`src/rtl/rpt_pkg.sv`:
```
package rpt_pkg;
  localparam int unsigned MULT_SEL_W = 2;
  localparam int unsigned RATE_SEL_W = 3;

  typedef logic [MULT_SEL_W-1:0] mult_sel_t;
  typedef logic [RATE_SEL_W-1:0] rate_sel_t;

  // log2 of the clock multiplication, clamped to what the system clock allows
  function automatic int unsigned mult_shift(input mult_sel_t sel, input int unsigned max_log2);
    int unsigned s;
    case (sel)
      2'd1:    s = 1;
      2'd2:    s = 2;
      default: s = 0;
    endcase
    return (s > max_log2) ? max_log2 : s;
  endfunction

  // log2 of the divider; codes beyond the last step select the slowest rate
  function automatic int unsigned div_shift(input rate_sel_t sel, input int unsigned min_log2,
                                            input int unsigned steps);
    int unsigned idx;
    idx = int'(sel);
    return min_log2 + ((idx < steps) ? idx : steps - 1);
  endfunction
endpackage

```
`src/rtl/rpt_ref_enable.sv`:
```
module rpt_ref_enable #(
  parameter int unsigned MULT_LOG2_MAX = 2
) (
  input  logic                clk,
  input  logic                rst,
  input  rpt_pkg::mult_sel_t  mult_sel,
  output logic                ref_en
);
  localparam int unsigned PH_W = (MULT_LOG2_MAX > 0) ? MULT_LOG2_MAX : 1;

  logic [PH_W-1:0] phase_q;
  logic [PH_W-1:0] mask;

  always_ff @(posedge clk) begin
    if (rst) phase_q <= '0;
    else     phase_q <= phase_q + 1'b1;
  end

  // enable period is 2^(MULT_LOG2_MAX - shift) system cycles
  always_comb begin
    mask   = PH_W'((32'd1 << (MULT_LOG2_MAX - rpt_pkg::mult_shift(mult_sel, MULT_LOG2_MAX))) - 32'd1);
    ref_en = ((phase_q & mask) == '0);
  end
endmodule

```
`src/rtl/rpt_bit_divider.sv`:
```
module rpt_bit_divider #(
  parameter int unsigned DIV_LOG2_MIN = 3,
  parameter int unsigned RATE_STEPS   = 5
) (
  input  logic               clk,
  input  logic               rst,
  input  logic               ref_en,
  input  logic               restart,
  input  rpt_pkg::rate_sel_t rate_sel,
  output logic               bit_en
);
  localparam int unsigned CNT_W = DIV_LOG2_MIN + RATE_STEPS - 1;

  logic [CNT_W-1:0] cnt_q;
  logic [CNT_W-1:0] last_c;

  always_comb
    last_c = CNT_W'((32'd1 << rpt_pkg::div_shift(rate_sel, DIV_LOG2_MIN, RATE_STEPS)) - 32'd1);

  always_ff @(posedge clk) begin
    if (rst || restart) begin
      cnt_q  <= '0;
      bit_en <= 1'b0;
    end else if (ref_en) begin
      if (cnt_q == last_c) begin
        cnt_q  <= '0;
        bit_en <= 1'b1;
      end else begin
        cnt_q  <= cnt_q + 1'b1;
        bit_en <= 1'b0;
      end
    end else begin
      bit_en <= 1'b0;
    end
  end
endmodule

```
`src/rtl/rpt_timeout.sv`:
```
module rpt_timeout #(
  parameter int unsigned TMO_BITS = 205
) (
  input  logic clk,
  input  logic rst,
  input  logic bit_en,
  input  logic line_act,
  input  logic tmo_clr,
  output logic expired
);
  localparam int unsigned TC_W = $clog2(TMO_BITS + 1);
  localparam logic [TC_W-1:0] TC_LAST = TC_W'(TMO_BITS - 1);

  logic [TC_W-1:0] tcnt_q;

  always_ff @(posedge clk) begin
    if (rst) begin
      tcnt_q  <= '0;
      expired <= 1'b0;
    end else if (tmo_clr || line_act) begin
      tcnt_q <= '0;
      if (tmo_clr) expired <= 1'b0;
    end else if (bit_en) begin
      if (tcnt_q == TC_LAST) begin
        tcnt_q  <= '0;
        expired <= 1'b1;
      end else begin
        tcnt_q <= tcnt_q + 1'b1;
      end
    end
  end
endmodule

```
`src/rtl/rate_prescale_timer.sv`:
```
module rate_prescale_timer #(
  parameter int unsigned MULT_LOG2_MAX = 2,
  parameter int unsigned DIV_LOG2_MIN  = 3,
  parameter int unsigned RATE_STEPS    = 5,
  parameter int unsigned TMO_BITS      = 205
) (
  input  logic       clk,
  input  logic       rst,
  input  logic [1:0] mult_sel,
  input  logic [2:0] rate_sel,
  input  logic       line_act,
  input  logic       tmo_clr,
  output logic       bit_en,
  output logic       tmo_expired
);
  localparam int unsigned CFG_W = rpt_pkg::MULT_SEL_W + rpt_pkg::RATE_SEL_W;

  logic [CFG_W-1:0] cfg_q;
  logic             restart;
  logic             ref_en;

  always_ff @(posedge clk) begin
    if (rst) cfg_q <= '0;
    else     cfg_q <= {mult_sel, rate_sel};
  end

  assign restart = ({mult_sel, rate_sel} != cfg_q);

  rpt_ref_enable #(.MULT_LOG2_MAX(MULT_LOG2_MAX)) u_ref (
    .clk(clk), .rst(rst), .mult_sel(mult_sel), .ref_en(ref_en)
  );

  rpt_bit_divider #(.DIV_LOG2_MIN(DIV_LOG2_MIN), .RATE_STEPS(RATE_STEPS)) u_div (
    .clk(clk), .rst(rst), .ref_en(ref_en), .restart(restart),
    .rate_sel(rate_sel), .bit_en(bit_en)
  );

  rpt_timeout #(.TMO_BITS(TMO_BITS)) u_tmo (
    .clk(clk), .rst(rst), .bit_en(bit_en), .line_act(line_act),
    .tmo_clr(tmo_clr), .expired(tmo_expired)
  );
endmodule

```
`config.mk`:
```
export PLATFORM = sky130hd
export DESIGN_NAME = rate_prescale_timer
export DESIGN_NICKNAME = d
export VERILOG_FILES = /design/src/rtl/rpt_pkg.sv /design/src/rtl/rpt_ref_enable.sv /design/src/rtl/rpt_bit_divider.sv /design/src/rtl/rpt_timeout.sv /design/src/rtl/rate_prescale_timer.sv
export SDC_FILE = /design/constraint.sdc
export NUM_CORES = 1
export LEC_CHECK = 0
export ABC_AREA = 1
export ABC_CLOCK_PERIOD_IN_PS = 2400
export BUFFER_PORTS_ARGS = -buffer_cell sky130_fd_sc_hd__buf_2
export CELL_PAD_IN_SITES_DETAIL_PLACEMENT = 1
export CELL_PAD_IN_SITES_GLOBAL_PLACEMENT = 2
export CORE_MARGIN = 2
export CORE_UTILIZATION = 34
export DETAILED_ROUTE_END_ITERATION = 12
export PLACE_DENSITY = 0.85
export SYNTH_ARGS = -nofsm -noshare
export SYNTH_HDL_FRONTEND = slang
export SYNTH_SLANG_ARGS = --single-unit
```
`constraint.sdc`:
```
create_clock -name clk -period 2.4 [get_ports clk]
set_input_delay 0.48 -clock clk [delete_from_list [all_inputs] [get_ports clk]]
set_output_delay 0.48 -clock clk [all_outputs]
set_load 0.005 [all_outputs]
```
After elaboration in Yosys (flattened, before gate mapping)

Index checks and enable logic that the tools add are counted.

Add/sub/neg operators: 7
Multiply operators: 0
Divide/modulo/power cells: 0
Order comparisons: 2
Equal/unequal tests: 6
Shifts and indexed selects: 2
Mux-type cells: 10
Bitwise logic cells: 2
Reduce and logical (&&, ||, !) cells: 8

Operators by type and width:

| cell                                                 | count |
|---|---|
| adder 2 x 32 -> 32 bit, first input constant         | 1 |
| << shifter 1 x 32 -> 2 bit, first input constant     | 1 |
| << shifter 1 x 32 -> 7 bit, first input constant     | 1 |
| subtractor 2 x 32 -> 32 bit, first input constant    | 1 |
| adder 8 x 1 -> 8 bit, second input constant          | 1 |
| == test 8 bit, second input constant                 | 1 |
| 2-to-1 mux 8 bit                                     | 1 |
| adder 7 x 1 -> 7 bit, second input constant          | 1 |
| == test 7 bit                                        | 1 |
| 2-to-1 mux 7 bit                                     | 1 |
| subtractor 7 x 1 -> 7 bit, second input constant     | 1 |
| 2-to-1 mux 1 bit                                     | 5 |
| != test 5 bit                                        | 1 |
| case mux 2 bit (2 select lines)                      | 1 |
| nonzero test 2 bit                                   | 2 |
| OR reduction 2 bit                                   | 2 |
| < comparator 3 bit, second input constant            | 1 |
| 2-to-1 mux 3 bit                                     | 1 |
| AND reduction 3 bit                                  | 1 |
| adder 2 x 1 -> 2 bit, second input constant          | 1 |
| bitwise AND 2 bit                                    | 1 |
| == test 2 x 1 -> 1 bit, second input constant        | 1 |
| == test 2 bit, second input constant                 | 1 |
| greater-than comparator 2 bit, second input constant | 1 |
| 6 further kinds                                      | 7 |

Flip-flop bits (word level): 24
Bits in latches: 0
Memory bits (writable): 0
Bits in read-only memories: 0
Bits of input ports: 9
Output and inout bits: 2
Word-level logic and storage cells: 43
Memories kept: 0

Depth between registers and ports, before layout

Word-level depth: 11
Gate-level depth with buffers: 11
Gate-level depth less buffers: 11

Cells and area by module

Synthesis repeated with hierarchy kept, for this count alone.

Cell total of the unflattened synthesis: 182
Area, all modules: 1224.9 µm²

Modules (own cells, without submodules):

| module              | instances | cells each | area each (µm²) | sequential area each (µm²) |
|---|---|---|---|---|
| rpt_timeout         | 1         | 69         | 466.7           | 180.2 |
| rpt_bit_divider     | 1         | 63         | 441.7           | 160.2 |
| rate_prescale_timer | 1         | 35         | 219.0           | 100.1 |
| rpt_ref_enable      | 1         | 15         | 97.6            | 40.0 |

Worst setup path before layout

No wires, ideal clock.

Path type: input port to flip-flop
From: input port mult_sel[0]
To: register u_div.cnt_q[1]
Library setup time: 0.116 ns
Arrival: 1.406 ns
Data required time: 2.284 ns
Slack: 0.878 ns
Cell stages on the path: 10
Path buffers: 0
Cells stage by stage: inv_1 ha_1 nand2_1 nand2_1 inv_1 nand2_1 nor2_1 nand2_1 nand2_2 nor2_1

Longest elaborated chain between the ends: 9
Elaborated cells between the ends (all ways): 12
Those cells by class: 2 x add/sub; 1 x order compare; 3 x eq/ne; 1 x shift; 2 x mux; 1 x bitwise; 2 x reduce/logical

RTL lines:

| what                                                    | RTL line                 | source |
|---|---|---|
| start, declared                                         | rate_prescale_timer.sv:9 | `input logic [1:0] mult_sel,` |
| == test 2 bit or == test 2 x 1 -> 1 bit (tied branches) | rpt_pkg.sv:11            | `case (sel)` |
| case mux 2 bit (2 select lines)                         | rpt_pkg.sv:11            |  |
| greater-than comparator 2 bit                           | rpt_pkg.sv:16            | `return (s > max_log2) ? max_log2 : s;` |
| 2-to-1 mux 2 bit                                        | rpt_pkg.sv:16            |  |
| subtractor 2 x 32 -> 32 bit                             | rpt_ref_enable.sv:21     | `mask = PH_W'((32'd1 << (MULT_LOG2_MAX - rpt_pkg::mult_shift(mult_sel, MULT_LOG2_MAX))) - 32'd1);` |
| << shifter 1 x 32 -> 2 bit                              | rpt_ref_enable.sv:21     |  |
| subtractor 2 x 1 -> 2 bit                               | rpt_ref_enable.sv:21     |  |
| bitwise AND 2 bit                                       | rpt_ref_enable.sv:22     | `ref_en = ((phase_q & mask) == '0);` |
| zero test 2 bit                                         | rpt_ref_enable.sv:22     |  |
| end signal, assigned                                    | rpt_bit_divider.sv:29    | `cnt_q <= cnt_q + 1'b1;` |
| end, declared                                           | rpt_bit_divider.sv:14    | `logic [CNT_W-1:0] cnt_q;` |

Several ways; a longest one is shown, not always the timed one.
A chain may end at the register's enable or synchronous reset.

Final worst setup path

From: input port mult_sel[0]
To: register u_div.cnt_q[5]

Same word-level chain as after synthesis.

==> impl.org <==
** Outcome
- The run finished with clean final reports.

** Floorplan
- In this run the vertical extent of the chip is 62.9 um.
- Top-Level Pins :: 11
- The floorplan step set the die width to 62.9 um.
- The die covers 0.00395 mm2.
- The initial utilization of the core area, before any placement, comes to a little over a third.
- The core region is 0.00334 mm2.
- Standard-cell rows :: 21

** Critical path
- Critical path data arrival time :: 1.69 ns
- In this run the worst path has a maximum fanout of 6.
- By startpoint and endpoint, the worst setup path is classified as input pin to flip-flop.
- Worst setup EP type :: flip-flop
- STA classifies the critical path startpoint as an input pin.
- Required time reported for the critical path endpoint :: 2.61 ns

** Cells and area
- Core utilization of the finished layout :: 39.3%
- Ratio of cells with drive above 1 in the final layout :: 12.1%
- Relative to the synthesized area, the layout overhead comes to 11.3%.
- Nets :: 196
- Ant diodes :: 0

** Clock tree
- TritonCTS built the clock tree.
- In this run the number of H-tree levels came out at 1.
- At the later pin of the worst-skew pair, clock insertion delay measures 0.30 ns.
- No sink is reached through more buffers than the 2 on the longest clock path.
- After clock tree synthesis, the repair step resized 0 gates.
- In this run the clock root is driven by a sky130_fd_sc_hd__clkbuf_4.
- In this run the post-CTS setup repair buffer count came out at 0.
- Hold_buf cts :: 0
- CTS saw 24 sinks.
- After clock tree synthesis, the clock-pin slew on the worst setup and hold paths is 0.13 ns.
- Counting the buffers created by CTS gives 3.

** Yosys
- Summing the sequential cell areas from Yosys gives 40.8% of the chip area.
- Count of flip-flops with a built-in enable after synthesis :: 0
- Largest area contributor in the netlist :: sky130_fd_sc_hd__dfxtp_1
- The most common cell in the synthesized netlist is sky130_fd_sc_hd__nand2_1.
- The synthesized design contains 24 register bits.
- Share of synthesized flip-flops with an asynchronous set or reset :: 0%
- In the synthesized netlist, the number of instances is roughly 170.
- Yosys printed 0 warnings.
- Top cell type's share of synthesized area :: about 40%
- Synthesis instantiated 24 different standard cells from the library.
- Ys flop type :: sky130_fd_sc_hd__dfxtp_1
- Mean cell area of the mapped netlist :: around 7 um2
- Commonest cells in the netlist :: sky130_fd_sc_hd__nand2_1 (49), sky130_fd_sc_hd__nor2_1 (33), sky130_fd_sc_hd__dfxtp_1 (24), sky130_fd_sc_hd__inv_1 (19), sky130_fd_sc_hd__nand3_1 (7)
- Leading post-synthesis cells by cell area :: sky130_fd_sc_hd__dfxtp_1 (41%), sky130_fd_sc_hd__nand2_1 (16%), sky130_fd_sc_hd__nor2_1 (11%), sky130_fd_sc_hd__inv_1 (6.1%), sky130_fd_sc_hd__ha_1 (4.2%)
- Post-synthesis instance area :: roughly 0.0012 mm2
- The number of nets handed over by synthesis was 182.

** Power
- Cell internal power was estimated by the tool at between 0.0005 and 0.0006 W.
- Switching power as a share of total power :: 23.0%
- Cell area power density :: between 500 and 600 mW/mm2
- Static leakage :: 0.532 nW
- Relative contribution of the clock network to total power :: 31.0%
- Switch Pwr :: 0.000156 W
- Share of power burned in combinational logic :: 8.2%
- Sequential Power Share :: 60.8%
- Maximum resistive drop on vdd :: 218 uV

** Placed design
- DP HPWL :: approximately 2 mm
- Port buffering added 10 buffers.
- Routability-driven placement congestion ratio :: 0.750

** Global route
- In the global route stage, overall resource usage came out at 13.7%.
- Total congestion overflow :: 0
- Entering global routing, the biggest net connects 14 pins.
- Vias in the first global route :: about 1000
- The first global-routing pass estimated ~4.4 mm of wire.
- Antenna violations before repair :: 0

** STA
- FMAX :: 677 MHz
- In the final timing run, aggregate negative setup slack is 0 ns.
- Final setup viols :: 0
- Count of pins over their slew limit :: 0
- Share of the clock period used by the worst path :: 61.5%
- For the pin with the worst max-slew slack, the measured transition is about 0.27 ns.
- Counting I/O delays and the setup requirement, the final critical path takes 1.48 ns.
- Worst-case clock skew :: roughly 0.0024 ns
- Slew headroom :: between 80 and 90%
- Number of hold violations in the final report :: 0
- Unrepaired setup endpoints after global routing :: false

** Drt
- Using the TritonRoute via totals, the vias-per-cell ratio works out to 4.43.
- The count of nets left with antenna violations once routing finished came out at 0.
- For this block, the via count after detailed routing is about 1000.
- Post-detailed-route DRC marker count :: 0
- DRT Pass-1 Iters :: 3
- After detailed routing, the average wire length per cell comes to 10.6 um.
- After detailed routing, the total wire length is 2.42 mm.
- The first routing iteration left 20 violations.

** Flow run
- Maximum capacitance violations :: 0

** Worst hold path
- Min-delay worst type :: input pin to flip-flop
[per-layer routing]
metal | vias up | share of wire, % | GRT usage (%)
met3 | 2 | 1.6 | 1.62
met2 | 5 | 51 | 24.7
met1 | 458 | 47 | 16.2
li1 | 544 | - | -
met5 | - | 0 | 0
met4 | 0 | 0.79 | 5.83
[state kept, by name, indices dropped and copies added, names as in the netlist]
signal         flops
u_div.bit_en       1
u_div.cnt_q        7
cfg_q              5
u_tmo.expired      1
u_ref.phase_q      2
u_tmo.tcnt_q       8
[worst paths after layout]
path,startpoint,depth (start not counted),slack (ns),endpoint
max,mult_sel[0],11,0.92,u_div.cnt_q[5]$_SDFFE_PP0N_
min,tmo_clr,3,0.42,u_tmo.expired$_SDFFE_PP0P_
max reg2reg,u_tmo.tcnt_q[0]$_SDFFE_PP0P_,7,1.04,u_tmo.tcnt_q[4]$_SDFFE_PP0P_
min reg2reg,u_ref.phase_q[0]$_SDFF_PP0_,1,0.49,u_ref.phase_q[0]$_SDFF_PP0_
[per-stage QoR]
stage	setup WS, ns	power [W]	area, um2	std cells	hold WS [ns]
floorplan	0.878	0.000459	1180	169	0.425
global placement	0.641	0.000473	1270	224	0.435
detailed placement	0.566	0.000476	1270	224	0.453
CTS	0.897	0.000687	1310	228	0.410
global route	0.785	0.000718	1310	228	0.412
finish	0.923	0.000676	1310	228	0.420
[worst max-delay path: stages]
cell and delay [ns]:
sky130_fd_sc_hd__buf_2 0.09, sky130_fd_sc_hd__inv_1 0.10, sky130_fd_sc_hd__ha_1 0.25, sky130_fd_sc_hd__nand2_1 0.07
sky130_fd_sc_hd__nand2_1 0.16, sky130_fd_sc_hd__inv_1 0.12, sky130_fd_sc_hd__nand2_1 0.06, sky130_fd_sc_hd__nor2_1 0.08
sky130_fd_sc_hd__nand2_1 0.08, sky130_fd_sc_hd__nand2_2 0.13, sky130_fd_sc_hd__nor2_1 0.06
[cell usage in the layout, fill, tap and decap left out, drive strengths merged]
cell type / instances
o21a: 1
buf: 10
xor2: 5
mux2i: 1
o21ai: 4
nand4: 1
xnor2: 3
inv: 21
nor3b: 2
nand2: 50
nor3: 3
ha: 4
nand3b: 1
a21oi: 5
dfxtp: 24
nor2: 35
nand3: 8
clkbuf: 4
[power groups by stage]
stage	combinational, W	sequential [W]	clock (W)
after detailed placement	0.0000565	0.000420	0
final	0.0000553	0.000411	0.000209
after floorplan	0.0000400	0.000419	0
after CTS	0.0000568	0.000411	0.000219
after global routing	0.0000655	0.000412	0.000240
after global placement	0.0000538	0.000419	0
[area by class of cell]
| type | count | area (um2) |
|---|---|---|
| fillers | 451 | 2030 |
| multi-input cells | 123 | 608 |
| flip-flops and latches | 24 | 480 |
| inverters | 21 | 78.8 |
| well taps | 46 | 57.6 |
| repair buffers | 10 | 50.0 |
| clock buffers | 4 | 36.3 |
[cell families (layout without fill, tap and decap cells)]
family / after synthesis / after routing / share of synthesized area (%)
AO/OA/AOI/OAI: 10 / 10 / 4.46
XOR/XNOR: 8 / 8 / 5.95
multiplexers: 1 / 1 / 0.849
adder cells (fa/ha/maj): 4 / 4 / 4.25
AND/OR/NAND/NOR: 100 / 100 / 36.1
flip-flops: 24 / 24 / 40.8
buffers and inverters: 22 / 35 / 7.64
Power figures use the tool's default switching activity.
